`src/rtl/vfp_trap_pkg.sv`:
```
package vfp_trap_pkg;

  localparam int FLAGW  = 8;
  localparam int CAUSEW = 4;
  localparam int IDXW   = 4;

  localparam int BIT_INV = 7;
  localparam int BIT_DVZ = 6;
  localparam int BIT_OVF = 5;
  localparam int BIT_UNF = 4;
  localparam int BIT_INX = 3;

  localparam logic [FLAGW-1:0] FLAG_USED = 8'hF8;
  localparam logic [FLAGW-1:0] FLAG_INX  = 8'h08;

  typedef enum logic [CAUSEW-1:0] {
    CAUSE_NONE = 4'd0,
    CAUSE_INV  = 4'd1,
    CAUSE_DVZ  = 4'd2,
    CAUSE_OVF  = 4'd3,
    CAUSE_UNF  = 4'd4,
    CAUSE_INX  = 4'd5
  } cause_e;

  // Keep only the architected flag bits of a byte.
  function automatic logic [FLAGW-1:0] clean_flags(input logic [FLAGW-1:0] f);
    return f & FLAG_USED;
  endfunction

  // Pick the highest priority enabled exception.
  function automatic cause_e pick_cause(input logic [FLAGW-1:0] en);
    cause_e c;
    c = CAUSE_NONE;
    if (en[BIT_INV])      c = CAUSE_INV;
    else if (en[BIT_DVZ]) c = CAUSE_DVZ;
    else if (en[BIT_OVF]) c = CAUSE_OVF;
    else if (en[BIT_UNF]) c = CAUSE_UNF;
    else if (en[BIT_INX]) c = CAUSE_INX;
    return c;
  endfunction

  // Combine element index and cause into a trap code.
  function automatic logic [IDXW+CAUSEW-1:0] make_code(input logic [IDXW-1:0] idx,
                                                       input cause_e c);
    return {idx, c};
  endfunction

endpackage

```
`src/rtl/vfp_trap_lane.sv`:
```
module vfp_trap_lane
  import vfp_trap_pkg::*;
(
  input  logic [FLAGW-1:0] flags,
  input  logic [FLAGW-1:0] enables,
  input  logic             inexact_sup,
  output logic [FLAGW-1:0] flags_clean,
  output logic             lane_trap,
  output cause_e           lane_cause
);

  logic [FLAGW-1:0] enabled_raw;
  logic [FLAGW-1:0] enabled_eff;

  always_comb begin
    flags_clean = clean_flags(flags);
    enabled_raw = flags_clean & enables;
    enabled_eff = inexact_sup ? (enabled_raw & ~FLAG_INX) : enabled_raw;
    lane_trap   = |enabled_eff;
    lane_cause  = pick_cause(enabled_eff);
  end

endmodule

```
`src/rtl/vfp_trap_chain.sv`:
```
module vfp_trap_chain
  import vfp_trap_pkg::*;
#(
  parameter int NLANES = 2
) (
  input  logic [NLANES*FLAGW-1:0]  lane_flags_clean,
  input  logic [NLANES-1:0]        lane_trap,
  input  logic [NLANES*CAUSEW-1:0] lane_cause,
  input  logic                     single_elem,
  input  logic                     widen,
  output logic [NLANES-1:0]        lane_done,
  output logic [NLANES-1:0]        lane_hit,
  output logic                     any_trap,
  output logic [IDXW+CAUSEW-1:0]   code,
  output logic [FLAGW-1:0]         acc_flags
);

  localparam int CODEW = IDXW + CAUSEW;

  logic [NLANES:0]            go;
  logic [NLANES*CODEW-1:0]    lane_code;
  logic [NLANES*FLAGW-1:0]    lane_contrib;

  assign go[0] = 1'b1;

  for (genvar i = 0; i < NLANES; i++) begin : g_lane
    localparam logic [IDXW-1:0] LIDX = IDXW'(i);
    logic [IDXW-1:0] idx;
    cause_e          c;
    assign idx       = widen ? (LIDX << 1) : LIDX;
    assign c         = cause_e'(lane_cause[i*CAUSEW +: CAUSEW]);
    assign lane_done[i] = go[i];
    assign lane_hit[i]  = go[i] & lane_trap[i];
    assign go[i+1]   = go[i] & ~lane_trap[i] & ~single_elem;
    assign lane_code[i*CODEW +: CODEW] =
      lane_hit[i] ? make_code(idx, c) : '0;
    assign lane_contrib[i*FLAGW +: FLAGW] =
      go[i] ? lane_flags_clean[i*FLAGW +: FLAGW] : '0;
  end

  always_comb begin
    code      = '0;
    acc_flags = '0;
    for (int k = 0; k < NLANES; k++) begin
      code      = code | lane_code[k*CODEW +: CODEW];
      acc_flags = acc_flags | lane_contrib[k*FLAGW +: FLAGW];
    end
    any_trap = |lane_hit;
  end

endmodule

```
`src/rtl/vfp_trap_commit.sv`:
```
module vfp_trap_commit
  import vfp_trap_pkg::*;
#(
  parameter int NLANES   = 2,
  parameter int CTRLW    = 32,
  parameter int FLAG_LSB = 16
) (
  input  logic                   clk,
  input  logic                   rst_n,
  input  logic                   in_valid,
  input  logic [CTRLW-1:0]       fpc_in,
  input  logic                   any_trap,
  input  logic [IDXW+CAUSEW-1:0] code,
  input  logic [FLAGW-1:0]       acc_flags,
  input  logic [NLANES-1:0]      done_mask,
  output logic                   rsp_valid,
  output logic                   trap_valid,
  output logic [IDXW+CAUSEW-1:0] trap_code,
  output logic                   fpc_we,
  output logic [CTRLW-1:0]       fpc_out,
  output logic                   dest_we,
  output logic [NLANES-1:0]      lane_done
);

  logic [CTRLW-1:0] merged;

  always_comb begin
    merged = fpc_in | (CTRLW'(acc_flags) << FLAG_LSB);
  end

  always_ff @(posedge clk or negedge rst_n) begin
    if (!rst_n) begin
      rsp_valid  <= 1'b0;
      trap_valid <= 1'b0;
      trap_code  <= '0;
      fpc_we     <= 1'b0;
      fpc_out    <= '0;
      dest_we    <= 1'b0;
      lane_done  <= '0;
    end else if (in_valid) begin
      rsp_valid  <= 1'b1;
      trap_valid <= any_trap;
      trap_code  <= any_trap ? code : '0;
      fpc_we     <= ~any_trap;
      fpc_out    <= any_trap ? fpc_in : merged;
      dest_we    <= ~any_trap;
      lane_done  <= done_mask;
    end else begin
      rsp_valid  <= 1'b0;
      trap_valid <= 1'b0;
      trap_code  <= '0;
      fpc_we     <= 1'b0;
      dest_we    <= 1'b0;
      lane_done  <= '0;
    end
  end

endmodule

```
`src/rtl/vfp_trap_unit.sv`:
```
module vfp_trap_unit
  import vfp_trap_pkg::*;
#(
  parameter int NLANES   = 2,
  parameter int CTRLW    = 32,
  parameter int MASK_LSB = 24,
  parameter int FLAG_LSB = 16
) (
  input  logic                      clk,
  input  logic                      rst_n,
  input  logic                      in_valid,
  input  logic [NLANES*FLAGW-1:0]   lane_flags,
  input  logic [CTRLW-1:0]          fpc_in,
  input  logic                      single_elem,
  input  logic                      inexact_sup,
  input  logic                      widen,
  output logic                      rsp_valid,
  output logic                      trap_valid,
  output logic [IDXW+CAUSEW-1:0]    trap_code,
  output logic                      fpc_we,
  output logic [CTRLW-1:0]          fpc_out,
  output logic                      dest_we,
  output logic [NLANES-1:0]         lane_done
);

  logic [FLAGW-1:0]          trap_enables;
  logic [NLANES*FLAGW-1:0]   flags_clean;
  logic [NLANES-1:0]         lane_trap;
  logic [NLANES*CAUSEW-1:0]  lane_cause;
  logic [NLANES-1:0]         done_mask;
  logic [NLANES-1:0]         lane_hit;
  logic                      any_trap;
  logic [IDXW+CAUSEW-1:0]    code;
  logic [FLAGW-1:0]          acc_flags;

  assign trap_enables = fpc_in[MASK_LSB +: FLAGW];

  for (genvar i = 0; i < NLANES; i++) begin : g_eval
    cause_e c;
    vfp_trap_lane u_lane (
      .flags       (lane_flags[i*FLAGW +: FLAGW]),
      .enables     (trap_enables),
      .inexact_sup (inexact_sup),
      .flags_clean (flags_clean[i*FLAGW +: FLAGW]),
      .lane_trap   (lane_trap[i]),
      .lane_cause  (c)
    );
    assign lane_cause[i*CAUSEW +: CAUSEW] = c;
  end

  vfp_trap_chain #(.NLANES(NLANES)) u_chain (
    .lane_flags_clean (flags_clean),
    .lane_trap        (lane_trap),
    .lane_cause       (lane_cause),
    .single_elem      (single_elem),
    .widen            (widen),
    .lane_done        (done_mask),
    .lane_hit         (lane_hit),
    .any_trap         (any_trap),
    .code             (code),
    .acc_flags        (acc_flags)
  );

  vfp_trap_commit #(.NLANES(NLANES), .CTRLW(CTRLW), .FLAG_LSB(FLAG_LSB)) u_commit (
    .clk        (clk),
    .rst_n      (rst_n),
    .in_valid   (in_valid),
    .fpc_in     (fpc_in),
    .any_trap   (any_trap),
    .code       (code),
    .acc_flags  (acc_flags),
    .done_mask  (done_mask),
    .rsp_valid  (rsp_valid),
    .trap_valid (trap_valid),
    .trap_code  (trap_code),
    .fpc_we     (fpc_we),
    .fpc_out    (fpc_out),
    .dest_we    (dest_we),
    .lane_done  (lane_done)
  );

endmodule

```
`config.mk`:
```
export PLATFORM = sky130hd
export DESIGN_NAME = vfp_trap_unit
export DESIGN_NICKNAME = d
export VERILOG_FILES = /design/src/rtl/vfp_trap_pkg.sv /design/src/rtl/vfp_trap_lane.sv /design/src/rtl/vfp_trap_chain.sv /design/src/rtl/vfp_trap_commit.sv /design/src/rtl/vfp_trap_unit.sv
export SDC_FILE = /design/constraint.sdc
export NUM_CORES = 1
export LEC_CHECK = 0
export ABC_AREA = 0
export BUFFER_PORTS_ARGS = -buffer_cell sky130_fd_sc_hd__clkbuf_2
export CORE_UTILIZATION = 49
export CTS_BUF_LIST = sky130_fd_sc_hd__clkbuf_2 sky130_fd_sc_hd__clkbuf_4 sky130_fd_sc_hd__clkbuf_8
export DETAILED_ROUTE_END_ITERATION = 10
export GPL_TIMING_DRIVEN = 0
export PLACE_DENSITY = 0.94
export SYNTH_ARGS = -nofsm -noshare
export SYNTH_HDL_FRONTEND = slang
export SYNTH_HIERARCHICAL = 1
export SYNTH_SLANG_ARGS = --single-unit
```
`constraint.sdc`:
```
create_clock -name clk -period 1 [get_ports clk]
set_input_delay 0.3 -clock clk [delete_from_list [all_inputs] [get_ports clk]]
set_output_delay 0.3 -clock clk [all_outputs]
set_load 0.02 [all_outputs]
```
==> metrics.txt, run 1 <==
Clock Skew=0 ps; first-pass GRT wire length=approximately 9 mm; commonest non-fill, non-tap cells in the layout=buf_4 (50), buf_6 (47), dfrtp_1 (45); PortBufs=93; clock tree buffer depth=2; IO Pins=100; DIE AREA=between 0.005 and 0.006 mm²; Num CTS Buffers=5; CP cell instances=clkbuf_2, a222oi_1, nand3_1, nand2b_4, nand2b_4, buf_6, and3_1; unrepaired setup endpoints after global routing=yes; status=finished with violations; setup slack after layout=-636.0 ps; ANT cells=0; Synth Warn #=6; violated checks=DRC, setup timing; die width=70.79 µm; most common cell after layout, fill and taps aside=buf_4; Crit. End Element=flop; Clk Latency, worst-skew pair=between 200 and 300 ps; maximum vdd drop=between 0.0007 and 0.0008 V; Avg Vias per Cell=5.098; design area=about 0.0036 mm²; Final Util=82.09%; fin cells=388; Startpoint Class=input port; Placed Area=around 0.0029 mm²; hold buffers post-CTS=0; Overall Global Routing Usage=22.68%; Comb power frac=between 30% and 40%; internal power=~3.5 mW; Initial DRC Count=between 150 and 200; Detailed Place HPWL=roughly 3.6 mm; clock root cell=clkbuf_8; clock slew at the register clock pins of the worst setup and hold paths=approximately 80 ps; Fin. Hold Viols=0; Sw Ratio=between 20% and 30%; Mean Syn Cell Area=between 10 and 15 µm²; Syn Inst Count=approximately 200; vias in the first global route=around 1900; total power draw=slightly below 5 mW; die height=70.79 µm; gr busiest metal=met2; Worst Hold Class=input port to flop; max cap viols=0; WP buf/inv=2; DRC Markers=21; # H-tree levels=2; Reg power frac=43.1%; fill count=218; crit path max-delay cell type=a222oi_1; via count=slightly below 2000; crit-path max cell delay=around 470 ps; worst slew pin tran=970.1 ps; largest net degree at the start of global routing=46; Crit path top cell by count=nand2b_4; Layout area overhead=57.37%; Starting Density=a little over half; final period utilization=163.6%; CTS Sinks=45; GR Util met1=between 20% and 30%; CP Data Arrival Time=1820 ps; met2 Use GR=around two fifths; Slew Viols, Final=0; Switch Pwr=about 1.4 mW; Placeable Area=approximately 0.0044 mm²; WL per Instance=about 18 µm; Post-Synthesis Cell Area=0.002318 mm²; final WL=about 7.0 mm; Largest delay share family, worst path=simple AND/OR/NAND/NOR gates; Post-DRT Antenna Nets=0; placed insts=between 300 and 400; f_max=just over 600 MHz; CP Class=input port to flop; total global routing overflow=0; CTS tree=done; critical path fanouts, max=9; Leak=between 1.5 and 2 nW; Worst slew margin=between 30% and 40%; pwr dens=between 1000 and 1500 mW/mm²; Critical Path RT=between 1000 and 1500 ps; met3 GRT Util=approximately 5.4%; Period minus WS final=between 1500 and 2000 ps; nets=389; layout cells sized above 1=just over 60%; row cnt=24; TritonRoute pass-1 iters=8; routability cong.=about 0.72; final setup vio count=60; initial antenna violation count=0; clock power share=around a quarter
-- stage by stage --
stage	worst slack [ps]	setup TNS [ps]	hold WS, ps
CTS	-450.9	-11230	138.5
global placement	-811.3	-21740	434.9
detailed placement	-855.6	-24480	436.9
global route	-674.6	-15310	142.3
finish	-636.0	-13500	148.8
floorplan	-494.1	-5995	4.409
-- power groups by stage --
| stage | combinational, mW | sequential, mW | clock [mW] |
|---|---|---|---|
| after detailed placement | 1.07 | 2.09 | 0 |
| after global placement | 1.05 | 2.08 | 0 |
| after floorplan | 0.484 | 2.29 | 0 |
| after CTS | 1.21 | 2.05 | 1.23 |
| after global routing | 1.65 | 2.11 | 1.30 |
| final | 1.57 | 2.10 | 1.20 |
-- layout make-up --
cell class              count  area (µm²)  share of cell area [%]
well taps                  52       65.06                   1.783
clock inverters             1       5.005                  0.1372
multi-input cells         121        1008                   27.64
flip-flops and latches     45        1126                   30.86
repair buffers            123        1040                   28.50
inverters                   8       30.03                  0.8230
plain buffers              31       277.8                   7.613
clock buffers               7       96.34                   2.641
-- worst register-to-register path: stages (launching register included) --
cell	delay (ps)
dfrtp_1	390
buf_4	140
buf_4	120
mux2_4	260
-- registers in the layout (all words and copies together), names as in the netlist --
name and cells:
u_commit/fpc_out 32, u_commit/lane_done 2, u_commit/trap_code 8, u_commit/dest_we 1
u_commit/rsp_valid 1, u_commit/trap_valid 1
-- final timing paths --
| kind | start | endpoint | slack [ps] | cells after the start |
|---|---|---|---|---|
| setup / recovery | lane_flags[14] | u_commit/trap_code[1] | -640 | 7 |
| hold / removal | in_valid | u_commit/rsp_valid | 150 | 1 |
| setup reg to reg | u_commit/fpc_out[14] | u_commit/fpc_out[14] | -20 | 3 |
| hold reg to reg | u_commit/fpc_out[31] | u_commit/fpc_out[31] | 540 | 1 |
| max in group asynchronous | rst_n | u_commit/fpc_out[13] | 240 | 1 |
| min in group asynchronous | rst_n | u_commit/trap_code[1] | 160 | 1 |
-- repair_timing --
item | CTS | global route
buffers inserted | 12 | 18
cloned | 0 | 1
pin swaps | 6 | 14
setup endpoints to repair | 59 | 104
endpoints found under the hold margin | 0 | 0
resized for setup | 21 | 129
-- metal layers --
layer	vias up	share of wire, %
met5	-	0
met4	0	2.4
met3	12	6.9
met2	102	51
met1	957	40
li1	907	-
Note: power is estimated with default switching activity, not from simulation.
==> run 2, diff against run 1 <==
Settings changed: CORE_UTILIZATION 49 to 53, PLACE_DENSITY 0.94 to 0.95.
Clock period 1 ns to 2.1 ns, I/O delays scaled along.
==> metrics.txt, run 2 (synthesized netlist as in run 1, its figures left out) <==
status=finished, final reports clean; f_max=509.6 MHz; Starting Density=56.74% (+4.6 points); layout cells sized above 1=54.55% (-6.5 points); total power draw=2.028 mW (-58%); TritonRoute pass-1 iters=5 (-3); largest net degree at the start of global routing=46 (unchanged); Top Registers=u_commit/fpc_out x32, u_commit/trap_code x8, u_commit/lane_done x2; Placeable Area=0.004086 mm² (-8.1%); setup tns final=0 ps (+13500 ps); Final Util=73.30% (-8.8 points); Crit. End Element=flop; Clock Skew=0 ps (unchanged); worst slew pin tran=1098 ps (+127.9 ps); initial antenna violation count=0 (unchanged); internal power=1.424 mW (-59%); row cnt=23 (-4.2%); clock root cell=clkbuf_8; final setup vio count=0 (-100%); Critical Path RT=2320 ps (+1140 ps); clock tree buffer depth=2 (unchanged); # H-tree levels=2 (unchanged); total global routing overflow=0 (unchanged); Worst slew margin=26.80% (-8.5 points); commonest non-fill, non-tap cells in the layout=clkbuf_2 (92), dfrtp_1 (45), buf_4 (26); setup slack after layout=137.5 ps (+773.6 ps); Layout area overhead=29.20%; via count=1751 (-11%); Post-DRT Antenna Nets=0 (unchanged); max reg flops=32 (unchanged); Detailed Place HPWL=3.680 mm (+2.2%); clock power share=26.4% (+1.8 points); nets=361 (-7.2%); max cap viols=0 (unchanged); CTS tree=done; Worst Hold Class=input port to flop; Clk Latency, worst-skew pair=290 ps (about the same); CP Class=input port to flop; IO Pins=100 (unchanged); PortBufs=93 (unchanged); Sw Ratio=29.76% (+1.3 points); critical path fanouts, max=9 (unchanged); die width=68.14 µm (-3.7%); WL per Instance=13.35 µm (-26%); Comb power frac=25.3% (-6.9 points); Avg Vias per Cell=4.891 (-4.1%); Fin. Hold Viols=0 (unchanged); pwr dens=677.1 mW/mm² (-49%); vias in the first global route=1624 (-15%); maximum vdd drop=0.0004141 V (-48%); routability cong.=0.7495 (+4.0%); unrepaired setup endpoints after global routing=no; CP Data Arrival Time=2180 ps (+360 ps); hold buffers post-CTS=0 (unchanged); Reg power frac=48.4% (+5.3 points); Overall Global Routing Usage=22.32% (-0.36 points); ANT cells=0 (unchanged); Switch Pwr=0.6036 mW (-57%); Slew Viols, Final=0 (unchanged); design area=0.002995 mm² (-18%); clock slew at the register clock pins of the worst setup and hold paths=90 ps (about the same); CTS Sinks=45 (unchanged); Place WS=-268.8 ps (+586.8 ps); DRC Markers=0 (-100%); Initial DRC Count=96 (-38%); Startpoint Class=input port; first-pass GRT wire length=7.596 mm (-14%); final period utilization=slightly above 90%; final WL=4.780 mm (-32%); most common cell after layout, fill and taps aside=clkbuf_2; Top reg by flops=u_commit/fpc_out; Leak=1.677 nW (-15%); die height=68.14 µm (-3.7%); DIE AREA=0.004643 mm² (-7.3%); Placed Area=0.002873 mm² (-0.56%); Period minus WS final=1962 ps; Num CTS Buffers=5 (unchanged)
[run 2: changes by cell type in the layout (fill, tap and decap cells not counted), sizes merged]
cell	before	now
buf	103	34
clkbuf	58	98
clkinvlp	0	1
inv	8	9
nand2b	15	14
[run 2: worst max-delay path: stages]
cell      delay [ps]
buf_2            150
a222oi_1         450
nand3_1          200
buf_4            180
nor2_2           100
buf_6            130
a21o_1           110
nand2b_1          60
a31oi_1          170
[run 2: path summary, 6_finish.rpt]
path,from,to,slack [ps],cells past startpoint
max in group asynchronous,rst_n,u_commit/fpc_out[24],910,1
worst max register to register,u_commit/fpc_out[9],u_commit/fpc_out[9],1310,1
worst max-delay path,fpc_in[30],u_commit/fpc_out[19],140,9
worst min-delay path,in_valid,u_commit/rsp_valid,470,1
min in group asynchronous,rst_n,u_commit/fpc_out[14],530,1
worst min register to register,u_commit/fpc_out[1],u_commit/fpc_out[1],520,1
[run 2: final cells by class]
class                           instances  area [µm²]
Buffer                                 31       270.3
Clock buffer                            5       68.82
Clock inverter                          3       21.27
Fill cell                             286        1091
Inverter                                8       30.03
Multi-Input combinational cell        120       928.4
Sequential cell                        45        1126
Tap cell                               50       62.56
Timing Repair Buffer                   96       488.0
[run 2: timing repair]
action,4_1_cts,5_1_grt
setup buffers,0,3
gates resized for setup,0,4
endpoints found under the setup margin,0,12
[run 2: power groups by stage]
stage / Clock (mW) / Sequential [mW] / Combinational, mW
floorplan: 0 / 1.09 / 0.225
global placement: 0 / 0.990 / 0.493
detailed placement: 0 / 0.999 / 0.503
CTS: 0.546 / 0.983 / 0.505
global route: 0.589 / 0.992 / 0.561
finish: 0.534 / 0.981 / 0.512
[run 2: layer usage]
metal	track usage, %	up-vias	routed length [µm]
li1	-	855	-
met2	35.54	84	2316
met3	5.167	7	354
met5	0	-	0
met1	29.83	805	2056
met4	7.031	0	52
[run 2: through the flow]
| stage | hold slack [ps] | instances |
|---|---|---|
| after floorplan | 334.4 | 204 |
| after global placement | 489.4 | 347 |
| after detailed placement | 497.0 | 347 |
| after CTS | 465.2 | 355 |
| after global routing | 465.8 | 358 |
| final | 469.1 | 358 |
